<file path="src/rtl/mcell_pkg.sv">
package mcell_pkg;
  typedef enum logic [1:0] {
    MODE_COMB  = 2'b00,
    MODE_D     = 2'b01,
    MODE_T     = 2'b10,
    MODE_LATCH = 2'b11
  } mc_mode_e;
endpackage

</file>
<file path="src/rtl/mc_data_path.sv">
module mc_data_path (
  input  logic alloc_i,
  input  logic io_i,
  input  logic dir_i,
  input  logic pol_i,
  output logic d_o
);
  logic raw;
  assign raw = dir_i ? io_i : alloc_i;
  assign d_o = raw ^ pol_i;
endmodule

</file>
<file path="src/rtl/mc_clk_sel.sv">
module mc_clk_sel #(
  parameter int unsigned NUM_BLK_CLK = 4,
  localparam int unsigned NSRC  = NUM_BLK_CLK + 4,
  localparam int unsigned SEL_W = $clog2(NSRC)
) (
  input  logic                   clk_i,
  input  logic                   rst_ni,
  input  logic [NUM_BLK_CLK-1:0] blk_clk_i,
  input  logic                   shr_clk_i,
  input  logic                   ind_clk_i,
  input  logic [SEL_W-1:0]       sel_i,
  output logic                   lvl_o,
  output logic                   rise_o
);
  logic [NSRC-1:0] src;
  logic            prev_q;

  for (genvar i = 0; i < NUM_BLK_CLK; i++) begin : g_blk
    assign src[i] = blk_clk_i[i];
  end
  assign src[NUM_BLK_CLK]   = shr_clk_i;
  assign src[NUM_BLK_CLK+1] = ind_clk_i;
  assign src[NUM_BLK_CLK+2] = ~ind_clk_i;
  assign src[NUM_BLK_CLK+3] = ~shr_clk_i;

  // codes beyond the source count read as 0
  assign lvl_o  = (32'(sel_i) < NSRC) ? src[sel_i] : 1'b0;
  assign rise_o = lvl_o & ~prev_q;

  always_ff @(posedge clk_i or negedge rst_ni) begin
    if (!rst_ni) prev_q <= 1'b0;
    else         prev_q <= lvl_o;
  end
endmodule

</file>
<file path="src/rtl/mc_store.sv">
module mc_store
  import mcell_pkg::*;
(
  input  logic     clk_i,
  input  logic     rst_ni,
  input  mc_mode_e mode_i,
  input  logic     d_i,
  input  logic     lvl_i,
  input  logic     rise_i,
  input  logic     ce_i,
  input  logic     clr_i,
  input  logic     set_i,
  output logic     q_o
);
  logic state_q;
  logic open_w;

  assign open_w = lvl_i & ce_i;

  always_ff @(posedge clk_i or negedge rst_ni) begin
    if (!rst_ni)     state_q <= 1'b0;
    else if (clr_i)  state_q <= 1'b0;
    else if (set_i)  state_q <= 1'b1;
    else begin
      unique case (mode_i)
        MODE_D:     if (rise_i && ce_i) state_q <= d_i;
        MODE_T:     if (rise_i && ce_i && d_i) state_q <= ~state_q;
        MODE_LATCH: if (open_w) state_q <= d_i;
        default:    state_q <= state_q;
      endcase
    end
  end

  always_comb begin
    if (mode_i == MODE_COMB)                      q_o = d_i;
    else if (clr_i)                               q_o = 1'b0;
    else if (set_i)                               q_o = 1'b1;
    else if (mode_i == MODE_LATCH && open_w)      q_o = d_i;
    else                                          q_o = state_q;
  end
endmodule

</file>
<file path="src/rtl/macrocell_cell.sv">
module macrocell_cell
  import mcell_pkg::*;
#(
  parameter int unsigned NUM_BLK_CLK = 4,
  localparam int unsigned SEL_W = $clog2(NUM_BLK_CLK + 4)
) (
  input  logic                   clk_i,
  input  logic                   rst_ni,
  input  logic [1:0]             cfg_mode_i,
  input  logic                   cfg_pol_i,
  input  logic                   cfg_dir_i,
  input  logic [SEL_W-1:0]       cfg_clk_sel_i,
  input  logic                   cfg_init_sel_i,
  input  logic                   alloc_i,
  input  logic                   io_i,
  input  logic [NUM_BLK_CLK-1:0] blk_clk_i,
  input  logic                   shr_clk_i,
  input  logic                   ind_clk_i,
  input  logic                   ce_i,
  input  logic                   shr_init_i,
  input  logic                   ind_init_i,
  input  logic                   preset_i,
  output logic                   q_o
);
  logic d_w, clk_lvl, clk_rise, clr_w;

  assign clr_w = cfg_init_sel_i ? ind_init_i : shr_init_i;

  mc_data_path i_data (
    .alloc_i (alloc_i),
    .io_i    (io_i),
    .dir_i   (cfg_dir_i),
    .pol_i   (cfg_pol_i),
    .d_o     (d_w)
  );

  mc_clk_sel #(.NUM_BLK_CLK(NUM_BLK_CLK)) i_clk_sel (
    .clk_i     (clk_i),
    .rst_ni    (rst_ni),
    .blk_clk_i (blk_clk_i),
    .shr_clk_i (shr_clk_i),
    .ind_clk_i (ind_clk_i),
    .sel_i     (cfg_clk_sel_i),
    .lvl_o     (clk_lvl),
    .rise_o    (clk_rise)
  );

  mc_store i_store (
    .clk_i  (clk_i),
    .rst_ni (rst_ni),
    .mode_i (mc_mode_e'(cfg_mode_i)),
    .d_i    (d_w),
    .lvl_i  (clk_lvl),
    .rise_i (clk_rise),
    .ce_i   (ce_i),
    .clr_i  (clr_w),
    .set_i  (preset_i),
    .q_o    (q_o)
  );
endmodule

</file>
<file path="config.mk">
export PLATFORM = sky130hd
export DESIGN_NAME = macrocell_cell
export DESIGN_NICKNAME = d
export VERILOG_FILES = /design/src/rtl/mcell_pkg.sv /design/src/rtl/mc_data_path.sv /design/src/rtl/mc_clk_sel.sv /design/src/rtl/mc_store.sv /design/src/rtl/macrocell_cell.sv
export SDC_FILE = /design/constraint.sdc
export NUM_CORES = 1
export LEC_CHECK = 0
export CAP_MARGIN = 20
export CORE_AREA = 2 2 39 41
export CTS_CLUSTER_DIAMETER = 150
export DETAILED_ROUTE_END_ITERATION = 7
export DIE_AREA = 0 0 41 43
export DONT_BUFFER_PORTS = 1
export PLACE_DENSITY = 0.43
export SLEW_MARGIN = 0
export SYNTH_ARGS = -nofsm -noshare
export SYNTH_HDL_FRONTEND = slang
export SYNTH_HIERARCHICAL = 1
export SYNTH_SLANG_ARGS = --single-unit
</file>
<file path="constraint.sdc">
create_clock -name clk_i -period 4.1 [get_ports clk_i]
set_clock_uncertainty 0.15 [all_clocks]
set_input_delay 0.205 -clock clk_i [delete_from_list [all_inputs] [get_ports clk_i]]
set_output_delay 0.205 -clock clk_i [all_outputs]
set_load 0.01 [all_outputs]
</file>
* After elaboration in Yosys (flattened, before gate mapping)
Cells that the tools add are included.
** Operators by class
- $lt $le $gt $ge :: 1
- Eq/ne operators :: 6
- Mux-type cells :: 14
- Bitwise operators :: 7
- Reduce and logical (&&, ||, !) cells :: 6
** Operator list (number)
- 1-bit 2-to-1 mux :: 12
- 4-bit by 3-bit != test with 1-bit output (second input constant) :: 3
- 5-bit nonzero test :: 1
- 2-bit == test (second input constant) :: 2
- 3-bit by 4-bit less-than comparator with 1-bit output (second input constant) :: 1
- 1-bit inverter :: 4
- 4-bit AND reduction :: 1
- 1-bit binary-select mux with 3-bit select :: 1
- 1-bit logical AND :: 3
- 1-bit one-hot mux with 3 select lines :: 1
- 1-bit bitwise AND :: 2
- 2-bit by 1-bit == test with 1-bit output (second input constant) :: 1
- 2-bit logical NOT :: 1
- 1-bit XOR :: 1
** Word-level totals
- Bits in registers :: 2
- Input bits :: 22
- Output and inout bits :: 1

* Depth between registers and ports, before layout
Gate-level depths: netlist (run 1).
- Word-level depth :: 10
- Gate-level depth with buffers :: 7
- Mapped depth without buffers :: 7

* Cells and area by module
Netlist (run 1), hierarchy kept.
** By module, submodules not included
- mc_store :: instances 1, cells an instance 21, area an instance 155.1 um^2, seq. area each 25.0 um^2
- mc_clk_sel :: instances 1, cells an instance 15, area an instance 132.6 um^2, seq. area each 25.0 um^2
- mc_data_path :: instances 1, cells an instance 2, area an instance 18.8 um^2, seq. area each 0.0 um^2
- macrocell_cell :: instances 1, cells an instance 1, area an instance 15.0 um^2, seq. area each 0.0 um^2

* Worst setup path after synthesis (run 1)
No wires, ideal clock.
- Kind :: in2reg
- Start :: input cfg_clk_sel_i[1]
- End :: register i_store.state_q
- Arrival time :: 1.556 ns
- Slack :: 2.300 ns
- Stages on the path :: 7
- Path buffers :: 0
- Path through :: mux2_2 -> o32ai_2 -> nor4_1 -> a21oi_1 -> a311oi_2 -> nor3_1 -> a211oi_1
** Between the ends
- Longest elaborated chain between the ends :: 7
- Elaborated cells between the ends (all ways) :: 10
- Classes of those cells :: 3 x eq/ne; 2 x mux; 2 x bitwise; 3 x reduce/logical
** RTL lines
- start: declaration :: line macrocell_cell.sv:12 : input logic [SEL_W-1:0] cfg_clk_sel_i,
- 1-bit binary-select mux with 3-bit select (*) :: line mc_clk_sel.sv:27 : assign lvl_o = (32'(sel_i) < NSRC) ? src[sel_i] : 1'b0;
- 1-bit 2-to-1 mux (implied by the code) (*) :: line mc_clk_sel.sv:27
- 1-bit bitwise AND (*) :: line mc_clk_sel.sv:28 : assign rise_o = lvl_o & ~prev_q;
- via clk_rise :: line macrocell_cell.sv:25 : logic d_w, clk_lvl, clk_rise, clr_w;
- 1-bit logical AND (*) :: line mc_store.sv:26, mc_store.sv:27
- 1-bit logical AND :: line mc_store.sv:27 : MODE_T: if (rise_i && ce_i && d_i) state_q <= ~state_q;
- 4-bit by 3-bit != test with 1-bit output (no line)
- 4-bit AND reduction (no line) (*)
- end signal: assignment :: line mc_store.sv:26 : MODE_D: if (rise_i && ce_i) state_q <= d_i;
- end signal: assignment :: line mc_store.sv:27
- end signal: assignment :: line mc_store.sv:28 : MODE_LATCH: if (open_w) state_q <= d_i;
- end: declaration :: line mc_store.sv:15 : logic state_q;
The timed path passes the listed nets; every way through them passes the cells marked *. The select of a mux whose other input is x is not followed.
A chain may end at the register's enable or synchronous reset.

* Worst setup path in the final report (run 1)
- Start :: input blk_clk_i[0]
- End :: output q_o
** Between the ends
- Longest elaborated chain between the ends :: 8
** RTL lines
- start: declaration :: line macrocell_cell.sv:16 : input logic [NUM_BLK_CLK-1:0] blk_clk_i,
- 1-bit binary-select mux with 3-bit select :: line mc_clk_sel.sv:27
- 1-bit 2-to-1 mux (implied by the code) :: line mc_clk_sel.sv:27
- via clk_lvl :: line macrocell_cell.sv:25
- 1-bit bitwise AND :: line mc_store.sv:18 : assign open_w = lvl_i & ce_i;
- 1-bit logical AND :: line mc_store.sv:38 : else if (mode_i == MODE_LATCH && open_w) q_o = d_i;
- 1-bit 2-to-1 mux :: line mc_store.sv:38
- 1-bit 2-to-1 mux :: line mc_store.sv:37 : else if (set_i) q_o = 1'b1;
- 1-bit 2-to-1 mux :: line mc_store.sv:36 : else if (clr_i) q_o = 1'b0;
- 1-bit 2-to-1 mux :: line mc_store.sv:35 : if (mode_i == MODE_COMB) q_o = d_i;
- end: declaration :: line macrocell_cell.sv:23 : output logic q_o
The timed path passes the listed nets, and every way through them passes these cells. The select of a mux whose other input is x is not followed.

==> results of run 1 <==
through the flow:
stage / setup WS [ns] / instance area [µm²] / utilization / power, mW
after floorplan: 2.30 / 322 / - / 0.0482
after global placement: 2.12 / 342 / 0.247 / 0.0516
after detailed placement: 2.11 / 342 / 0.247 / 0.0515
after CTS: 2.13 / 374 / 0.270 / 0.0990
after global routing: 1.93 / 374 / 0.270 / 0.105
final: 2.14 / 374 / 0.270 / 0.0956
cell usage in the layout, fill, tap and decap left out, drive strengths merged:
cell type	instances
a2111oi	1
a211oi	2
a21oi	4
a311oi	1
and2b	2
and4b	1
clkbuf	3
dfrtp	2
dlygate4sd3	1
inv	1
mux2	2
mux2i	1
nand2	3
nand2b	1
nand3	1
nand3b	2
nor2	5
nor2b	1
nor3	2
nor4	1
o21ai	1
o32ai	1
or2	1
or2b	2
xnor2	1
power by group:
group	internal, mW	switching (mW)	total (mW)	leakage [nW]
clock network	0.0323	0.0113	0.0437	0.0138
registers	0.0222	0.00144	0.0236	0.0237
logic	0.0150	0.0133	0.0283	0.118
total	0.0695	0.0261	0.0956	0.155
sequential cells by signal, summed over array words and instances (netlist names):
name,flops
i_store/state_q,1
i_clk_sel/prev_q,1
final cells by class:
| type | count | area [µm²] | area share |
|---|---|---|---|
| multi-input combinational | 36 | 268 | 0.716 |
| tap | 16 | 20.0 | 0.0535 |
| sequential | 2 | 50.0 | 0.134 |
| inverter | 1 | 3.75 | 0.0100 |
| timing repair buffer | 1 | 10.0 | 0.0268 |
| clock buffer | 3 | 22.5 | 0.0602 |
routing by layer:
metal / vias to the layer above / GRT usage / wire length, µm
li1: 155 / - / -
met1: 118 / 0.119 / 295
met2: 11 / 0.131 / 309
met3: 0 / 0.0995 / 61
met4: 0 / 0 / 0
met5: - / 0 / 0
worst max path at each step:
stage                           from         endpoint  slack [ns]  cells after the start
finish                  blk_clk_i[0]              q_o        2.14                      7
global route            blk_clk_i[0]              q_o        1.93                      7
CTS                     blk_clk_i[0]              q_o        2.13                      7
detailed placement  cfg_clk_sel_i[1]  i_store/state_q        2.11                      7
global placement           shr_clk_i  i_store/state_q        2.12                      7
floorplan           cfg_clk_sel_i[1]  i_store/state_q        2.30                      7
cell families after synthesis:
| logic type | count (synthesis) | share of synthesized area |
|---|---|---|
| simple gates | 22 | 0.440 |
| compound gates | 10 | 0.253 |
| mux | 3 | 0.113 |
| flops | 2 | 0.156 |
| xor+xnor | 1 | 0.0272 |
| buf+inv | 1 | 0.0117 |
==> metrics.md, run 1 <==
| Metric | Value |
|---|---|
| Slowest cell on crit path | a2111oi_1 |
| Most common library cells after synthesis | 5 x nor2_1, 4 x a21oi_1, 3 x nand2_1 |
| Final Cycle Share | 0.479 |
| Vert. Die Dim | between 40 and 50 µm |
| Reg2reg setup slack | 2.21 ns |
| Crit. End Element | output port |
| Setup tns final | 0 ns |
| CP Cell Sequence | nor2b_1 > a2111oi_1 > nor3_1 > and4b_1 > o21ai_0 > a21oi_1 > nor2_1 |
| Post-synth EDFFs | 0 |
| Critical path class | input pin to output port |
| Slew Limit Fails | 0 |
| Worst-skew pair later-pin latency | 0.22 ns |
| DRT iter0 DRCs | 4 |
| Ranking of synthesized cells by area | dfrtp_1 16%, a21oi_1 6.2%, nand3b_4 6.2%, nor2_1 5.8%, and2b_2 5.4% |
| Pwr per Cell Area | 256 nW/µm² |
| Fill count | ~150 |
| Critical Path AT | between 1.5 and 2 ns |
| Layout Area Growth over Synthesis | 16.3% |
| Max IR drop VDD | 0.151 mV |
| Final hold vios | 0 |
| Synthesized area | 322 µm² |
| Layout Nets | 67 |
| CTS Sinks | 2 |
| Worst reg2reg endpoint | i_store/state_q |
| Number of port buffers | 0 |
| Clk root buf | clkbuf_4 |
| Vias | 284 |
| Worst Tran Pin Value | 0.575 ns |
| Reg clk slew, reported paths | 0.03 ns |
| Max Freq | 509 MHz |
| RSZ-0062 raised after global routing | no |
| Critical Path RT | approximately 3.7 ns |
| Mapped Avg Cell Area | 8.25 µm² |
| Relative slew slack | 0.613 |
| Placer congestion estimate | about 0.73 |
| Hold crit path type | input pin to flip-flop |
| Chip width | 41 µm |
| Proportion of layout cells with a drive suffix above 1 | 0.279 |
| HP Start | ind_init_i |
| Crit path buffers/inverters | 0 |
| Post-DR wirelength/cell | 11.3 µm |
| Nature of the critical path startpoint | input pin |
| First-pass GRT wire length | 1130 µm |
| Rows | 14 |
| Longest Clk Path Bufs | 2 |
| Critical Path Fanout Max | 4 |
| Worst hold slack | ~0.04 ns |
| Drt pass-1 iters | 3 |
| Synthesized Nets | 61 |
| # IOs | 23 |
| Synth unique cells | 26 |
| Max-Cap Viols | 0 |
| Ys async rst share | 1.00 |
| Number of routed nets with antenna violations | 0 |
| Initial antenna violation count | 0 |
| Remaining global-route overflow | 0 |
| Worst hold path depth | 2 |
| Total wire length | 667 µm |
| Total track usage | 0.0983 |
| H-tree Lvls | 1 |
| Seq/Total Area, Yosys | 0.156 |
| Post-synth top area cell | dfrtp_1 |
| CTS tree | yes |
| Reg2reg start | i_clk_sel/prev_q |
| Hold Path Sink | i_store/state_q |
| Final setup fails | 0 |
| Initial Util | 0.232 |
| Post-Layout Cell Count | 59 |
| DRC Markers | 0 |
| Die area | 1760 µm² |
| Post-placement cell count | 55 |
| Num CTS Buffers | 3 |
| # resized after CTS | 0 |
| Antenna cells | 0 |
| Vias per cell | 4.81 |
| Pleak | 0.155 nW |
| Core box area | 1380 µm² |
| Post-synth top area share | 0.156 |
| Largest net degree at the start of global routing | 8 |
| Synth warnings | 6 |
| Crit-path max cell delay | roughly 0.47 ns |
| CTS Hold Bufs | 1 |
| Top_reg_cell synth | dfrtp_1 |
| Reg2Reg Depth | 5 |
| Minimum clock period | 1.96 ns |
| Vias in the first global route | 265 |
| Post-CTS Setup Repair Bufs | 0 |
| Most common cell in the netlist | nor2_1 |
| HPWL Detailed | roughly 560 µm |
| Synth Register Bits | 2 |
| Post-Synthesis Cells | 39 |
| CP delay by family, top | compound AO/OA/AOI/OAI gates |
| Status | completed |
Note: power is estimated with default switching activity, not from simulation.
==> run 2: changes to the inputs <==
- PLACE_DENSITY: 0.43 -> 0.45
- clock period: 4.1 -> 1.6 ns (I/O delays scaled with it)
==> metrics.md, run 2 (synthesis results as in run 1) <==
| Metric | Value |
|---|---|
| Most frequent cells in the layout | 6 x dlygate4sd3_1, 4 x nor2_1, 3 x clkbuf_4, 3 x nand2_1, 3 x a21oi_1 (was 5 x nor2_1, 4 x a21oi_1, 3 x clkbuf_4, 3 x nand2_1) |
| Pleak | 0.190 nW (was 0.155 nW) |
| Worst Tran Pin Value | 0.446 ns (was 0.575 ns) |
| Antenna cells | 0 (unchanged) |
| Reg area | 50.0 µm² (unchanged) |
| Reg clk slew, reported paths | 0.03 ns (about the same) |
| Proportion of layout cells with a drive suffix above 1 | 0.380 (was 0.279) |
| Chip width | 41 µm (unchanged) |
| Hold crit path type | input pin to flip-flop (unchanged) |
| Status | completed (unchanged) |
| Initial antenna violation count | 0 (unchanged) |
| Num CTS Buffers | 3 (unchanged) |
| Longest Clk Path Bufs | 2 (unchanged) |
| Largest net degree at the start of global routing | 8 (unchanged) |
| Crit-path max cell delay | 0.27 ns (was 0.47 ns) |
| Worst hold path depth | 4 (was 2) |
| Max Freq | around 640 MHz |
| DRT iter0 DRCs | 2 (was 4) |
| Critical Path Fanout Max | 7 (was 4) |
| Post-Layout Cell Count | 66 (was 59) |
| HP Start | ce_i (was ind_init_i) |
| H-tree Lvls | 1 (unchanged) |
| Nature of the critical path startpoint | input pin (unchanged) |
| Vert. Die Dim | 43 µm (unchanged) |
| Number of routed nets with antenna violations | 0 (unchanged) |
| Reg2Reg Depth | 6 (was 5) |
| Final hold vios | 0 (unchanged) |
| First-pass GRT wire length | 1050 µm (was 1130 µm) |
| Layout Area Growth over Synthesis | 43.6% (was 16.3%) |
| Vias | 325 (was 284) |
| Rows | 14 (unchanged) |
| Minimum clock period | 1.56 ns |
| Largest registers | i_clk_sel/prev_q (1), i_store/state_q (1) (unchanged) |
| Reg2reg setup slack | 0.10 ns (was 2.21 ns) |
| Max-Cap Viols | 0 (unchanged) |
| # IOs | 23 (unchanged) |
| CTS Sinks | 2 (unchanged) |
| Post-placement cell count | 57 (was 55) |
| Most common cell after layout, fill and taps aside | dlygate4sd3_1 (was nor2_1) |
| Layout Nets | 74 (was 67) |
| Multi-input combinational cell area | 290 µm² (was 268 µm²) |
| Vias in the first global route | 280 (was 265) |
| Slowest cell on crit path | a311oi_2 (was a2111oi_1) |
| Critical path class | input pin to flip-flop (was input pin to output port) |
| Critical Path Source | cfg_clk_sel_i[1] (was blk_clk_i[0]) |
| CTS tree | yes (unchanged) |
| Pwr per Cell Area | 577 nW/µm² (was 256 nW/µm²) |
| Final Util | 0.334 (was 0.270) |
| Total wire length | 727 µm (was 667 µm) |
| Initial Util | 0.232 (unchanged) |
| Final setup fails | 0 (unchanged) |
| Remaining global-route overflow | 0 (unchanged) |
| Crit. End Element | flip-flop (was output port) |
| CP Cell Sequence | mux2_2 > o32ai_2 > buf_4 > nor4_2 > buf_4 > a21oi_1 > a311oi_2 > nor3_1 > a211oi_1 (was nor2b_1 > a2111oi_1 > nor3_1 > and4b_1 > o21ai_0 > a21oi_1 > nor2_1) |
| Core box area | 1380 µm² (unchanged) |
| Clk root buf | clkbuf_4 (unchanged) |
| Final Cycle Share | 0.977 |
| Post-DR wirelength/cell | 11.0 µm (was 11.3 µm) |
| Slew Limit Fails | 0 (unchanged) |
| DRC Markers | 0 (unchanged) |
| Post-CTS Setup Repair Bufs | 0 (unchanged) |
| Placed instance area | 368 µm² (was 342 µm²) |
| Fin worst setup slack | 0.0367 ns (was 2.14 ns) |
| Critical Path RT | 1.57 ns (was 3.74 ns) |
| Worst path most repeated cell | buf_4 |
| Placer congestion estimate | 0.660 (was 0.735) |
| Critical Path AT | 1.53 ns (was 1.61 ns) |
| Max IR drop VDD | 0.533 mV (was 0.151 mV) |
| HPWL Detailed | 565 µm (was 555 µm) |
| Post-route cell area | 462 µm² (was 374 µm²) |
| PnR Total Power | 0.266 mW (was 0.0956 mW) |
| RSZ-0062 raised after global routing | yes (was no) |
| Place WS | -0.102 ns (was 2.11 ns) |
| Number of port buffers | 0 (unchanged) |
| Vias per cell | 4.92 (was 4.81) |
| Fill count | 148 (was 151) |
| Drt pass-1 iters | 4 (was 3) |
| Die area | 1760 µm² (unchanged) |
| Worst-skew pair later-pin latency | 0.22 ns (about the same) |
| Reg2reg start | i_clk_sel/prev_q (unchanged) |
| Relative slew slack | 0.700 (was 0.613) |
| Total track usage | 0.0863 (was 0.0983) |
## run 2: changes by cell type in the layout (fill, tap and decap cells not counted), sizes merged
cell,change
buf,+2
dlygate4sd3,+5
## run 2: cell type report
cell class | instances | share of cell area
multi-input combinational | 36 | 0.629
clock buffer | 3 | 0.0488
inverter | 1 | 0.00813
tap | 16 | 0.0434
timing repair buffer | 8 | 0.163
sequential | 2 | 0.108
## run 2: worst paths after layout
path | to
min in group asynchronous | i_clk_sel/prev_q
setup reg to reg | i_store/state_q
hold reg to reg | i_store/state_q
max in group asynchronous | i_store/state_q
hold / removal | i_store/state_q
setup / recovery | i_store/state_q
## run 2: power breakdown
| group | internal [mW] | total [mW] | switching (mW) |
|---|---|---|---|
| logic | 0.0553 | 0.0974 | 0.0421 |
| registers | 0.0569 | 0.0610 | 0.00413 |
| clock network | 0.0824 | 0.108 | 0.0255 |
| total | 0.195 | 0.266 | 0.0717 |
## run 2: what timing repair did
item                                   CTS  global route
hold buffers                             6             0
pin swaps                                4             0
endpoints found under the hold margin    3             0
gates resized for setup                  0             3
gates cloned                             0             0
setup endpoints to repair                2             2
## run 2: through the flow
stage          hold WS [ns]  setup TNS [ns]
2_1_floorplan        -0.366         -0.0238
3_3_place_gp         -0.366          -0.131
3_5_place_dp         -0.366          -0.175
4_1_cts              0.0249               0
5_1_grt              0.0415         -0.0992
6_report             0.0276               0
## run 2: per-layer routing
metal / wire length (µm) / track usage / share of wire
met4: 0 / 0 / 0
met5: 0 / 0 / 0
met1: 304 / 0.0965 / 0.42
met2: 382 / 0.138 / 0.53
met3: 40 / 0.0628 / 0.055
## run 2: critical path, delay by kind of cell
family | cells | cell delay [ns]
AND/OR/NAND/NOR | 2 | 0.33
AO/OA/AOI/OAI | 4 | 0.60
multiplexers | 1 | 0.21
buffers and inverters | 2 | 0.30
==> run 3: changes to the inputs <==
- ABC_AREA: unset -> 1
- PLACE_DENSITY: 0.45 -> 0.48
==> metrics.md, run 3 <==
| Metric | Value |
|---|---|
| Status | completed (unchanged) |
| Met3 usage | 0.0366 (was 0.0628) |
| Longest Clk Path Bufs | 2 (unchanged) |
| Worst path most repeated cell | nand2_1 (was buf_4) |
| Max-Cap Viols | 0 (unchanged) |
| CTS Hold Bufs | 4 (was 6) |
| Pint | 0.179 mW (was 0.195 mW) |
| Post-placement cell count | 92 (was 57) |
| Crit. End Element | output port (was flip-flop) |
| Minimum clock period | 1.17 ns (was 1.56 ns) |
| Post-route cell area | 448 µm² (was 462 µm²) |
| Num CTS Buffers | 3 (unchanged) |
| Total wire length | 742 µm (was 727 µm) |
| Vias in the first global route | 386 (was 280) |
| Core box area | 1380 µm² (unchanged) |
| RSZ-0062 raised after global routing | no (was yes) |
| Nature of the critical path startpoint | input pin (unchanged) |
| Slowest cell on crit path | nand2_1 (was a311oi_2) |
| Worst Tran Pin Value | 0.141 ns (was 0.446 ns) |
| Placer congestion estimate | 0.694 (was 0.660) |
| Psw | 0.0789 mW (was 0.0717 mW) |
| Worst hold slack | 0.0107 ns (was 0.0276 ns) |
| Rows | 14 (unchanged) |
| Most common library cells after synthesis | 31 x nand2_1, 18 x inv_1, 12 x nand3_1 (was 5 x nor2_1, 4 x a21oi_1, 3 x nand2_1) |
| Final setup fails | 0 (unchanged) |
| # IOs | 23 (unchanged) |
| Largest registers | i_clk_sel/prev_q (1), i_store/state_q (1) (unchanged) |
| Most frequent cells in the layout | 31 x nand2_1, 18 x inv_1, 12 x nand3_1 (was 6 x dlygate4sd3_1, 4 x nor2_1, 3 x clkbuf_4, 3 x nand2_1, 3 x a21oi_1) |
| Final hold vios | 0 (unchanged) |
| PnR Total Power | 0.258 mW (was 0.266 mW) |
| Place WS | 0.361 ns (was -0.102 ns) |
| Layout Area Growth over Synthesis | 22.6% (was 43.6%) |
| Seq/Total Area, Yosys | 0.137 (was 0.156) |
| DRC Markers | 0 (unchanged) |
| Synth warnings | 6 (unchanged) |
| Crit-path max cell delay | 0.10 ns (was 0.27 ns) |
| Post-synth top area share | 0.318 (was 0.156) |
| Remaining global-route overflow | 0 (unchanged) |
| Proportion of layout cells with a drive suffix above 1 | 0.133 (was 0.380) |
| Slew Limit Fails | 0 (unchanged) |
| Post-Synthesis Cells | 76 (was 39) |
| Met2 Resource Use GR | 0.159 (was 0.138) |
| Max IR drop VDD | 0.333 mV (was 0.533 mV) |
| Comb pwr share | 0.335 (was 0.366) |
| Final Cycle Share | 0.730 (was 0.977) |
| Layout Nets | 107 (was 74) |
| Post-CTS Setup Repair Bufs | 0 (unchanged) |
| First-pass GRT wire length | 1320 µm (was 1050 µm) |
| Post-synth top area cell | nand2_1 (was dfrtp_1) |
| Reg clk slew, reported paths | 0.03 ns (about the same) |
| Mapped Avg Cell Area | 4.81 µm² (was 8.25 µm²) |
| Placed instance area | 385 µm² (was 368 µm²) |
| Crit path buffers/inverters | 3 (was 2) |
| Synth unique cells | 10 (was 26) |
| Die area | 1760 µm² (unchanged) |
| Vias per cell | 4.23 (was 4.92) |
| Total track usage | 0.111 (was 0.0863) |
| Ranking of synthesized cells by area | nand2_1 32%, inv_1 18%, nand3_1 16%, dfrtp_1 14%, nand3_2 5.5% (was dfrtp_1 16%, a21oi_1 6.2%, nand3b_4 6.2%, nor2_1 5.8%, and2b_2 5.4%) |
| CP delay by family, top | simple AND/OR/NAND/NOR gates (was compound AO/OA/AOI/OAI gates) |
| Post-DR wirelength/cell | 7.49 µm (was 11.0 µm) |
| Vert. Die Dim | 43 µm (unchanged) |
| # resized after CTS | 0 (unchanged) |
| Pwr per Cell Area | 576 nW/µm² (was 577 nW/µm²) |
| Synthesized Nets | 98 (was 61) |
| Largest net degree at the start of global routing | 6 (was 8) |
| Critical Path RT | 1.37 ns (was 1.57 ns) |
| Final Util | 0.324 (was 0.334) |
| Pleak | 0.289 nW (was 0.190 nW) |
| Hold crit path type | input pin to flip-flop (unchanged) |
| Vias | 419 (was 325) |
| Reg power frac | 0.239 (was 0.229) |
| Synthesized area | 365 µm² (was 322 µm²) |
| Chip width | 41 µm (unchanged) |
| H-tree Lvls | 1 (unchanged) |
| Number of port buffers | 0 (unchanged) |
| Post-synth EDFFs | 0 (unchanged) |
| Critical path class | input pin to output port (was input pin to flip-flop) |
| CTS Sinks | 2 (unchanged) |
| Max Freq | 857 MHz (was 640 MHz) |
| DRT iter0 DRCs | 5 (was 2) |
| Net Sw Frac | 0.306 (was 0.269) |
| Clock network power share | 0.426 (was 0.405) |
| Initial antenna violation count | 0 (unchanged) |
| Setup tns final | 0 ns (unchanged) |
| Critical Path Fanout Max | 5 (was 7) |
| Number of routed nets with antenna violations | 0 (unchanged) |
| Most common cell in the netlist | nand2_1 (was nor2_1) |
| HPWL Detailed | 627 µm (was 565 µm) |
| Ys async rst share | 1.00 (unchanged) |
| CP Cell Sequence | inv_2 > nand2_1 > nand3_1 > nand3_2 > nand2_2 > inv_1 > nand2_1 > clkinv_1 > nand2_2 > nand2_1 > nand3_1 > nand2_1 > nand2_1 (was mux2_2 > o32ai_2 > buf_4 > nor4_2 > buf_4 > a21oi_1 > a311oi_2 > nor3_1 > a211oi_1) |
| Critical Path AT | 0.94 ns (was 1.53 ns) |
| Worst-skew pair later-pin latency | 0.22 ns (about the same) |
| Clk root buf | clkbuf_4 (unchanged) |
| Drt pass-1 iters | 4 (unchanged) |
| Most common cell after layout, fill and taps aside | nand2_1 (was dlygate4sd3_1) |
| Relative slew slack | 0.906 (was 0.700) |
| Top_reg_cell synth | dfrtp_1 (unchanged) |
| CTS tree | yes (unchanged) |
| Busiest grt layer | met2 (unchanged) |
| Post-Layout Cell Count | 99 (was 66) |
| Synth Register Bits | 2 (unchanged) |
| Fin worst setup slack | 0.432 ns (was 0.0367 ns) |
| Antenna cells | 0 (unchanged) |
| Initial Util | 0.264 (was 0.232) |
| GR met1 Demand/Resource | 0.131 (was 0.0965) |
## run 3: cell count changes after synthesis, moves of 3 or more
cell     delta
nand3_1    +11
inv_1      +17
nand2_1    +28
nand2_2     +3
a21oi_1     -4
## run 3: worst register-to-register path, delay by kind of cell (launching register included)
kind             cells  cell delay (ns)
AND/OR/NAND/NOR      6             0.41
flip-flops           1             0.36
## run 3: logic make-up after synthesis
| kind of cell | count (synthesis) | share of synthesized area |
|---|---|---|
| buffers and inverters | 22 | 0.226 |
| DFF | 2 | 0.137 |
| and+or+nand+nor | 52 | 0.637 |
## run 3: final cells by class
| class | count | area [µm²] |
|---|---|---|
| sequential | 2 | 50.0 |
| inverter | 22 | 82.6 |
| tap | 16 | 20.0 |
| timing repair buffer | 4 | 40.0 |
| clock buffer | 3 | 22.5 |
| fill | 168 | 936 |
| multi-input combinational | 52 | 233 |
## run 3: path summary, 6_finish.rpt
path,to,slack [ns],cells after the start,start
max,q_o,0.43,13,cfg_clk_sel_i[0]
min,i_store/state_q,0.01,5,cfg_mode_i[1]
max reg2reg,i_store/state_q,0.56,6,i_clk_sel/prev_q
min reg2reg,i_store/state_q,0.40,2,i_store/state_q
max in group asynchronous,i_clk_sel/prev_q,0.71,2,rst_ni
min in group asynchronous,i_store/state_q,0.47,2,rst_ni
## run 3: layer usage
layer  share of wire  routed length, µm
met1            0.43                321
met2            0.50                373
met3           0.063                 47
met4               0                  0
met5               0                  0
## run 3: power by group through the flow
stage	Sequential (mW)	Combinational (mW)	Clock, mW
2_1_floorplan	0.0612	0.0676	0
3_3_place_gp	0.0622	0.0767	0
3_5_place_dp	0.0621	0.0775	0
4_1_cts	0.0615	0.0881	0.119
5_1_grt	0.0618	0.104	0.123
6_report	0.0615	0.0865	0.110
